File: config.mk
export PLATFORM = sky130hd
export DESIGN_NAME = pgerase_seq
export DESIGN_NICKNAME = d
export VERILOG_FILES = /design/src/rtl/pgerase_pkg.sv /design/src/rtl/pgerase_cmd_rx.sv /design/src/rtl/pgerase_walker.sv /design/src/rtl/pgerase_resp_tx.sv /design/src/rtl/pgerase_seq.sv
export SDC_FILE = /design/constraint.sdc
export NUM_CORES = 1
export LEC_CHECK = 0
export BUFFER_PORTS_ARGS = -buffer_cell sky130_fd_sc_hd__buf_2
export CORE_ASPECT_RATIO = 0.6
export CORE_MARGIN = 2
export CORE_UTILIZATION = 60
export DETAILED_ROUTE_END_ITERATION = 6
export GPL_TIMING_DRIVEN = 0
export HOLD_SLACK_MARGIN = 0.1
export PLACE_DENSITY_LB_ADDON = 0.25
export REMOVE_ABC_BUFFERS = 1
export SLEW_MARGIN = 40
export SYNTH_ARGS = -nofsm -noshare
export SYNTH_HDL_FRONTEND = slang
export SYNTH_SLANG_ARGS = --single-unit
File: constraint.sdc
create_clock -name clk -period 5.25 [get_ports clk]
set_clock_uncertainty 0.15 [all_clocks]
set_input_delay 0.2625 -clock clk [delete_from_list [all_inputs] [get_ports clk]]
set_output_delay 0.2625 -clock clk [all_outputs]
set_load 0.02 [all_outputs]
File: src/rtl/pgerase_pkg.sv
package pgerase_pkg;
  localparam int WORD_W     = 16;
  localparam int ADDR_W     = 24;
  localparam int CNT_W      = 8;
  localparam int PAGE_SHIFT = 10;
  localparam logic [ADDR_W-1:0] PAGE_SPAN = ADDR_W'(1) << PAGE_SHIFT;

  localparam logic [3:0]        OP_ERASE  = 4'h9;
  localparam logic [3:0]        LEN_ERASE = 4'h3;
  localparam logic [WORD_W-1:0] RESP_OK   = 16'h1900;
  localparam logic [WORD_W-1:0] RESP_LEN  = 16'h0002;
  localparam logic [3:0]        FAIL_NIB  = 4'h2;

  typedef enum logic [1:0] {
    ST_COLLECT,
    ST_CHECK,
    ST_ERASE,
    ST_RESP
  } seq_state_t;

  function automatic logic [3:0] op_of(input logic [WORD_W-1:0] w);
    return w[15:12];
  endfunction

  function automatic logic [3:0] len_of(input logic [WORD_W-1:0] w);
    return w[11:8];
  endfunction

  function automatic logic [CNT_W-1:0] pages_of(input logic [WORD_W-1:0] w);
    return w[CNT_W-1:0];
  endfunction

  function automatic logic page_aligned(input logic [ADDR_W-1:0] a);
    return a[PAGE_SHIFT-1:0] == '0;
  endfunction

  function automatic logic cmd_ok(input logic [WORD_W-1:0] w0,
                                  input logic [ADDR_W-1:0] a);
    return (op_of(w0) == OP_ERASE) && (len_of(w0) == LEN_ERASE) &&
           (pages_of(w0) != '0) && page_aligned(a);
  endfunction

  function automatic logic [WORD_W-1:0] fail_code(input logic [3:0] op);
    return {FAIL_NIB, op, 8'h00};
  endfunction

  function automatic logic [ADDR_W-1:0] next_page(input logic [ADDR_W-1:0] a);
    return a + PAGE_SPAN;
  endfunction
endpackage

File: src/rtl/pgerase_cmd_rx.sv
module pgerase_cmd_rx
  import pgerase_pkg::*;
(
  input  logic              clk,
  input  logic              rst_n,
  input  logic              accept_en,
  input  logic              in_valid,
  input  logic [WORD_W-1:0] in_data,
  output logic              cmd_full,
  output logic [WORD_W-1:0] head_q,
  output logic [ADDR_W-1:0] addr_q
);
  localparam int HI_W = ADDR_W - WORD_W;

  logic [1:0] widx_q;
  logic       fire;

  assign fire     = accept_en && in_valid;
  assign cmd_full = fire && (widx_q == 2'd2);

  always_ff @(posedge clk) begin
    if (!rst_n) begin
      widx_q <= 2'd0;
      head_q <= '0;
      addr_q <= '0;
    end else if (fire) begin
      unique case (widx_q)
        2'd0: head_q <= in_data;
        2'd1: addr_q[ADDR_W-1:WORD_W] <= in_data[HI_W-1:0];
        default: addr_q[WORD_W-1:0] <= in_data;
      endcase
      widx_q <= (widx_q == 2'd2) ? 2'd0 : widx_q + 2'd1;
    end
  end
endmodule

File: src/rtl/pgerase_walker.sv
module pgerase_walker
  import pgerase_pkg::*;
(
  input  logic              clk,
  input  logic              rst_n,
  input  logic              start,
  input  logic [ADDR_W-1:0] start_addr,
  input  logic [CNT_W-1:0]  page_cnt,
  input  logic              erase_done,
  output logic              erase_req,
  output logic [ADDR_W-1:0] erase_addr,
  output logic              step_evt,
  output logic              walk_fin
);
  typedef enum logic [1:0] {W_IDLE, W_REQ, W_GAP} walk_t;

  walk_t            ph_q;
  logic [CNT_W-1:0] left_q;
  logic             last_page;

  assign erase_req = (ph_q == W_REQ);
  assign last_page = (left_q == CNT_W'(1));
  assign step_evt  = erase_req && erase_done && !last_page;
  assign walk_fin  = erase_req && erase_done && last_page;

  always_ff @(posedge clk) begin
    if (!rst_n) begin
      ph_q       <= W_IDLE;
      left_q     <= '0;
      erase_addr <= '0;
    end else begin
      unique case (ph_q)
        W_IDLE: if (start) begin
          ph_q       <= W_REQ;
          left_q     <= page_cnt;
          erase_addr <= start_addr;
        end
        W_REQ: if (erase_done) begin
          if (last_page) begin
            ph_q <= W_IDLE;
          end else begin
            ph_q       <= W_GAP;
            left_q     <= left_q - CNT_W'(1);
            erase_addr <= next_page(erase_addr);
          end
        end
        default: ph_q <= W_REQ;
      endcase
    end
  end
endmodule

File: src/rtl/pgerase_resp_tx.sv
module pgerase_resp_tx
  import pgerase_pkg::*;
(
  input  logic              clk,
  input  logic              rst_n,
  input  logic              load,
  input  logic [WORD_W-1:0] code,
  input  logic              out_ready,
  output logic              out_valid,
  output logic [WORD_W-1:0] out_data,
  output logic              resp_done
);
  logic              idx_q;
  logic [WORD_W-1:0] code_q;

  assign out_data  = idx_q ? RESP_LEN : code_q;
  assign resp_done = out_valid && out_ready && idx_q;

  always_ff @(posedge clk) begin
    if (!rst_n) begin
      out_valid <= 1'b0;
      idx_q     <= 1'b0;
      code_q    <= '0;
    end else if (load) begin
      out_valid <= 1'b1;
      idx_q     <= 1'b0;
      code_q    <= code;
    end else if (out_valid && out_ready) begin
      if (idx_q) begin
        out_valid <= 1'b0;
        idx_q     <= 1'b0;
      end else begin
        idx_q <= 1'b1;
      end
    end
  end
endmodule

File: src/rtl/pgerase_seq.sv
module pgerase_seq
  import pgerase_pkg::*;
(
  input  logic              clk,
  input  logic              rst_n,
  input  logic              in_valid,
  output logic              in_ready,
  input  logic [WORD_W-1:0] in_data,
  output logic              erase_req,
  output logic [ADDR_W-1:0] erase_addr,
  input  logic              erase_done,
  output logic              out_valid,
  input  logic              out_ready,
  output logic [WORD_W-1:0] out_data
);
  seq_state_t        state_q, state_d;
  logic              cmd_full;
  logic [WORD_W-1:0] head_q;
  logic [ADDR_W-1:0] addr_q;
  logic              good_cmd;
  logic              accept_evt;
  logic              reject_evt;
  logic              step_evt;
  logic              walk_fin;
  logic              resp_load;
  logic [WORD_W-1:0] resp_code;
  logic              resp_done;

  assign in_ready   = (state_q == ST_COLLECT);
  assign good_cmd   = cmd_ok(head_q, addr_q);
  assign accept_evt = (state_q == ST_CHECK) && good_cmd;
  assign reject_evt = (state_q == ST_CHECK) && !good_cmd;
  assign resp_load  = reject_evt || walk_fin;
  assign resp_code  = reject_evt ? fail_code(op_of(head_q)) : RESP_OK;

  pgerase_cmd_rx u_rx (
    .clk(clk), .rst_n(rst_n), .accept_en(in_ready), .in_valid(in_valid),
    .in_data(in_data), .cmd_full(cmd_full), .head_q(head_q), .addr_q(addr_q)
  );

  pgerase_walker u_walk (
    .clk(clk), .rst_n(rst_n), .start(accept_evt), .start_addr(addr_q),
    .page_cnt(pages_of(head_q)), .erase_done(erase_done),
    .erase_req(erase_req), .erase_addr(erase_addr),
    .step_evt(step_evt), .walk_fin(walk_fin)
  );

  pgerase_resp_tx u_tx (
    .clk(clk), .rst_n(rst_n), .load(resp_load), .code(resp_code),
    .out_ready(out_ready), .out_valid(out_valid), .out_data(out_data),
    .resp_done(resp_done)
  );

  always_comb begin
    state_d = state_q;
    unique case (state_q)
      ST_COLLECT: if (cmd_full) state_d = ST_CHECK;
      ST_CHECK:   state_d = good_cmd ? ST_ERASE : ST_RESP;
      ST_ERASE:   if (walk_fin) state_d = ST_RESP;
      default:    if (resp_done) state_d = ST_COLLECT;
    endcase
  end

  always_ff @(posedge clk) begin
    if (!rst_n) state_q <= ST_COLLECT;
    else        state_q <= state_d;
  end
endmodule

# Word level (Yosys, flattened, before mapping)
# Index checks and enable logic that the tools add are counted.
[classes] add_sub_neg=3 eq_ne=13 n_mux=24 bitwise_logic=2 n_reduce_logical=31
[ops] op="24-bit two-way mux" count=3
[ops] op="24-bit case mux with 2 select lines" count=1
[ops] op="24-bit by 11-bit adder with 24-bit output, second input constant" count=1
[ops] op="8-bit two-way mux" count=3
[ops] op="16-bit two-way mux" count=1
[ops] op="8-bit case mux with 2 select lines" count=1
[ops] op="14-bit two-way mux" count=1
[ops] op="2-bit two-way mux" count=7
[ops] op="1-bit logical AND" count=11
[ops] op="10-bit logical NOT" count=1
[ops] op="2-bit inequality test, second input constant" count=5
[ops] op="2-bit AND reduction" count=5
[ops] op="8-bit by 1-bit equality test with 1-bit output, second input constant" count=1
[ops] op="8-bit nonzero test" count=1
[ops] op="8-bit by 1-bit subtractor with 8-bit output, second input constant" count=1
[ops] op="2-bit by 1-bit equality test with 1-bit output, second input constant" count=3
[ops] op="2-bit logical NOT" count=3
[ops] op="2-bit case mux with 3 select lines" count=1
[ops] op="2-bit nonzero test" count=3
[ops] op="1-bit two-way mux" count=5
[ops] op="2-bit equality test, second input constant" count=2
[ops] op="4-bit by 2-bit equality test with 1-bit output, second input constant" count=1
[ops] op="4-bit equality test, second input constant" count=1
[ops] op="2-bit case mux with 2 select lines" count=1
[ops] op="8 further kinds" count=10
[word_totals] register_bits=96 input_bits=21 output_inout_bits=43

# Longest topological paths before layout
[depth] depth_word=9 mapped_depth=8 mapped_depth_nobuf=7

# Cells and area by module
# A second synthesis with hierarchy kept.
[hier_totals] cells_unflattened=525 area_unflattened_um2=4738.3
[by_module_without_submodules] mod="pgerase_walker" instances=1 cells_per_inst=248 area_per_inst_um2=2025.7
[by_module_without_submodules] mod="pgerase_cmd_rx" instances=1 cells_per_inst=157 area_per_inst_um2=1591.5
[by_module_without_submodules] mod="pgerase_resp_tx" instances=1 cells_per_inst=78 area_per_inst_um2=814.5
[by_module_without_submodules] mod="pgerase_seq" instances=1 cells_per_inst=42 area_per_inst_um2=306.5

# Least setup slack after synthesis
# OpenSTA, ideal clock, no wires.
[synth_path] path_type="reg-to-reg" startpoint="reg u_rx.addr_q[1]" endpoint="reg u_walk.erase_addr[13]" setup_time_ns=0.142 arrival_ns=1.745 required_ns=4.958 path_slack_ns=3.213 stages_incl_launch_ff=7 path_buffers=1 synth_period_minus_slack_ns=2.037 path_cell_list="dfxtp_1 -> or4_4 -> a211oi_2 -> nand4_1 -> clkbuf_1 -> a22oi_1 -> o32ai_2"
[synth_via] elab_chain_cells=5
[synth_rtl] element="start: declaration" line="pgerase_cmd_rx.sv:11" rtl="output logic [ADDR_W-1:0] addr_q"
[synth_rtl] element="start signal: indexed assignment" line="pgerase_cmd_rx.sv:29" rtl="2'd1: addr_q[ADDR_W-1:WORD_W] <= in_data[HI_W-1:0];"
[synth_rtl] element="start signal: indexed assignment" line="pgerase_cmd_rx.sv:30" rtl="default: addr_q[WORD_W-1:0] <= in_data;"
[synth_rtl] element="10-bit logical NOT" line="pgerase_pkg.sv:34" rtl="return a[PAGE_SHIFT-1:0] == '0;"
[synth_rtl] element="1-bit logical AND" line="pgerase_pkg.sv:40" rtl="(pages_of(w0) != '0) && page_aligned(a);"
[synth_rtl] element="1-bit logical AND" line="pgerase_seq.sv:31" rtl="assign accept_evt = (state_q == ST_CHECK) && good_cmd;"
[synth_rtl] element="2-bit inequality test (no line)"
[synth_rtl] element="4-bit AND reduction (no line)"
[synth_rtl] element="end signal: assignment" line="pgerase_walker.sv:36" rtl="erase_addr <= start_addr;"
[synth_rtl] element="end signal: assignment" line="pgerase_walker.sv:44" rtl="erase_addr <= next_page(erase_addr);"
[synth_rtl] element="end: declaration" line="pgerase_walker.sv:11" rtl="output logic [ADDR_W-1:0] erase_addr,"
# No other way between the ends.
# A chain may end at the register's enable or synchronous reset.

# Worst setup path after layout
[layout_path] startpoint="reg u_rx.addr_q[1]" endpoint="reg u_walk.erase_addr[10]"
# The elaborated chain is that of the path after synthesis.

==> results.md <==
* Status: finished clean
* Tightest Pin Transition at 839 ps
* Nets at 560
* DRC at 0
* Final worst slack at 2410 ps
* Initial DRT Pass Iterations at 4
* Required @ worst endpoint at 5410 ps
* Rel. slew slack at 43.9%
* Avg Inst Size Synth at 8.16 um2
* Crit path capture type: flop
* CP Max Fanout at 13
* Post-placement cell area at 0.00416 mm2
* Root buffer cell: clkbuf_8
* Slowest cell on the critical path: or4_4
* Remaining Overflow, GRT at 0
* Crit path top cell by count: buf_4
* Die H at 66.6 um
* Final Util at 72.8%
* Vias at 3,717
* I/O Pins at 64
* Post-Layout Inst Area at 0.00453 mm2
* Total core area at 0.00622 mm2
* Buffers on Ports at 54
* Max H-tree Level at 3
* CP top delay family: simple AND/OR/NAND/NOR gates
* Share of cells above drive strength 1 at 17.2%
* Crit-path cells: or4_4 > a211oi_2 > nand4_1 > buf_4 > buf_4 > a221oi_1 > a311o_1
* Worst skew pair latency at 360 ps
* Netlist cell types at 54
* Top_reg_cell synth: dfxtp_1
* Crit-path max cell delay at 530 ps
* Row count at 22
* Setup TNS at 0 ps
* Ys async rst share at 0%
* Buf/Inv on CP at 2
* Max Root-Sink Buffers at 2
* Vias in the first global route at 3,332
* Sink Count at 86
* Crit start category: flop
* Final HPWL DP at 6.76 mm
* Period utilization at 54.2%
* Hold Crit Class: input port to flop
* Starting DRT DRC Count at 409
* Initial core utilization at 63.1%
* Routed WL per cell at 16.7 um
* Endpoints failing hold at 0
* Area growth syn-to-layout at 15.5%
* Clock transition at path regs at 80 ps
* Number of synthesized flops with an enable pin at 0
* Register area share after synthesis at 43.9%
* Max-Cap Viols at 0
* Tmin final at 2840 ps
* ANT cells at 0
* Postcts setup bufs at 0
* Mapped Cells at 481
* Max-slew violation count at 0
* Number of warning messages in the yosys log at 0
* Crit path DAT at 3000 ps
* DIE WIDTH at 108 um
* GRT Total Usage at 30.0%
* Die ar. at 0.00722 mm2
* Post-DRT Antenna Nets at 0
* CTS Buf Count at 9
* Placer Congestion at 0.809
* RSZ-0062 raised after global routing: false
* First-pass GRT wire length at 16.5 mm
* CTS tree: done
* Setup violators final at 0
* WL final at 10.3 mm
* #FFs+latches synth at 86
* Place WS at 2520 ps
* Largest net degree at the start of global routing at 70
* Crit path kind: flop to flop
* Max Fclk at 352 MHz
* Worst R2R Setup Slack at 2410 ps
* Cell area after synthesis at 0.00392 mm2
* Vias per inst at 6.00
* Initial antenna violation count at 0
* Leak Pwr at 1.83 nW
* P per Cell Area at 276 mW/mm2
* Worst VDD drop at 0.000218 V
==> flip-flops by register name, summed over array words and instances, names as in the netlist <==
name	count
u_tx.out_valid	1
u_walk.left_q	8
state_q	2
u_rx.widx_q	2
u_tx.idx_q	1
u_tx.code_q	6
u_rx.addr_q	24
u_walk.erase_addr	24
u_walk.ph_q	2
u_rx.head_q	16
==> per-layer routing <==
metal	global-route usage (%)	up-vias	part of all wire, %
li1	-	1777	-
met1	40.8	1758	46
met4	9.94	0	1.4
met2	46.7	164	45
met5	0	-	0
met3	7.53	18	7.5
==> final cells by class <==
cell class	instances	area, um2
clock buffer	12	155
clock inverter	3	43.8
fill	500	1690
inverter	7	31.3
multi-input combinational	354	2010
sequential	86	1720
tap	84	105
timing repair buffer	74	463
==> metrics by stage <==
stage,power [mW],hold WS (ps),instances
2_1_floorplan,0.747,230,447
3_3_place_gp,0.780,287,585
3_5_place_dp,0.785,295,588
4_1_cts,1.26,115,620
5_1_grt,1.30,128,620
6_report,1.25,124,620
==> synth_stat cells (2+ instances only) <==
master,number,share of area (%)
nor3b_1,2,0.38
nor2_1,24,2.3
mux2i_1,2,0.51
nand4_1,5,0.80
nand2b_1,2,0.32
a31oi_1,5,0.80
nand3_1,9,1.1
clkbuf_1,29,2.8
o32ai_1,7,1.6
o21a_1,3,0.57
a21oi_1,73,9.3
nand2_1,117,11
o31a_1,4,0.89
and3_1,15,2.4
nor4bb_1,2,0.51
nor4_1,6,0.96
a22oi_1,6,1.1
and2_1,2,0.32
o221a_2,2,0.57
inv_1,5,0.48
a32oi_1,3,0.67
nor3_1,9,1.1
o32ai_2,10,4.1
ha_1,7,2.2
o21ai_0,2,0.26
dfxtp_1,86,44
nor2b_1,6,0.96
and4_1,2,0.45
buf_4,11,2.1
==> cells by family after synthesis <==
group                      after synthesis  synth area share (%)
AOI/OAI and AO/OA                      127                  22.7
and+or+nand+nor                        208                  24.4
xor gates and xnor gates                 1                 0.223
buffers and inverters                   49                  5.93
muxes                                    2                 0.510
DFF                                     86                  43.9
other                                    1                0.0956
adders and majority gates                7                  2.23
==> worst min-delay path: cells and delay by family <==
family                 cells  cell delay [ps]
AOI/OAI and AO/OA          2              240
buffers and inverters      1              100
==> power by group <==
part | total, mW | leakage, nW | switching [mW] | internal [mW]
Sequential | 0.680 | 0.696 | 0.0129 | 0.668
Clock | 0.468 | 0.102 | 0.225 | 0.243
Combinational | 0.104 | 1.03 | 0.0668 | 0.0368
Total | 1.25 | 1.83 | 0.304 | 0.948
==> final timing paths <==
kind,cells past startpoint,end,startpoint
worst min register to register,2,u_tx.code_q[13],u_tx.code_q[13]
worst max-delay path,7,u_walk.erase_addr[10],u_rx.addr_q[1]
worst max register to register,7,u_walk.erase_addr[10],u_rx.addr_q[1]
worst min-delay path,3,u_tx.out_valid,out_ready
==> placed cells by master, fill, tap and decap left out, drive strengths merged, types with 2 or more instances in the layout <==
cell	count
mux2i	2
and4	2
buf	57
o31a	4
o21ai	2
a31oi	5
nor4bb	2
dlygate4sd3	17
o21a	3
nand3	9
nand4	5
a22oi	6
and3	15
inv	6
a21oi	73
nor3b	2
nor4	6
a21boi	2
nor3	9
ha	7
clkinv	3
conb	9
a32oi	3
and2	3
o32ai	17
clkbuf	12
nand2	117
nor2b	6
nor2	25
nand2b	2
o221a	3
dfxtp	86
==> timing repair <==
| item | CTS | global route |
|---|---|---|
| hold endpoints to repair | 41 | 0 |
| hold buffers | 17 | 0 |
| gates resized for setup | 0 | 0 |
Power figures use the tool's default switching activity.
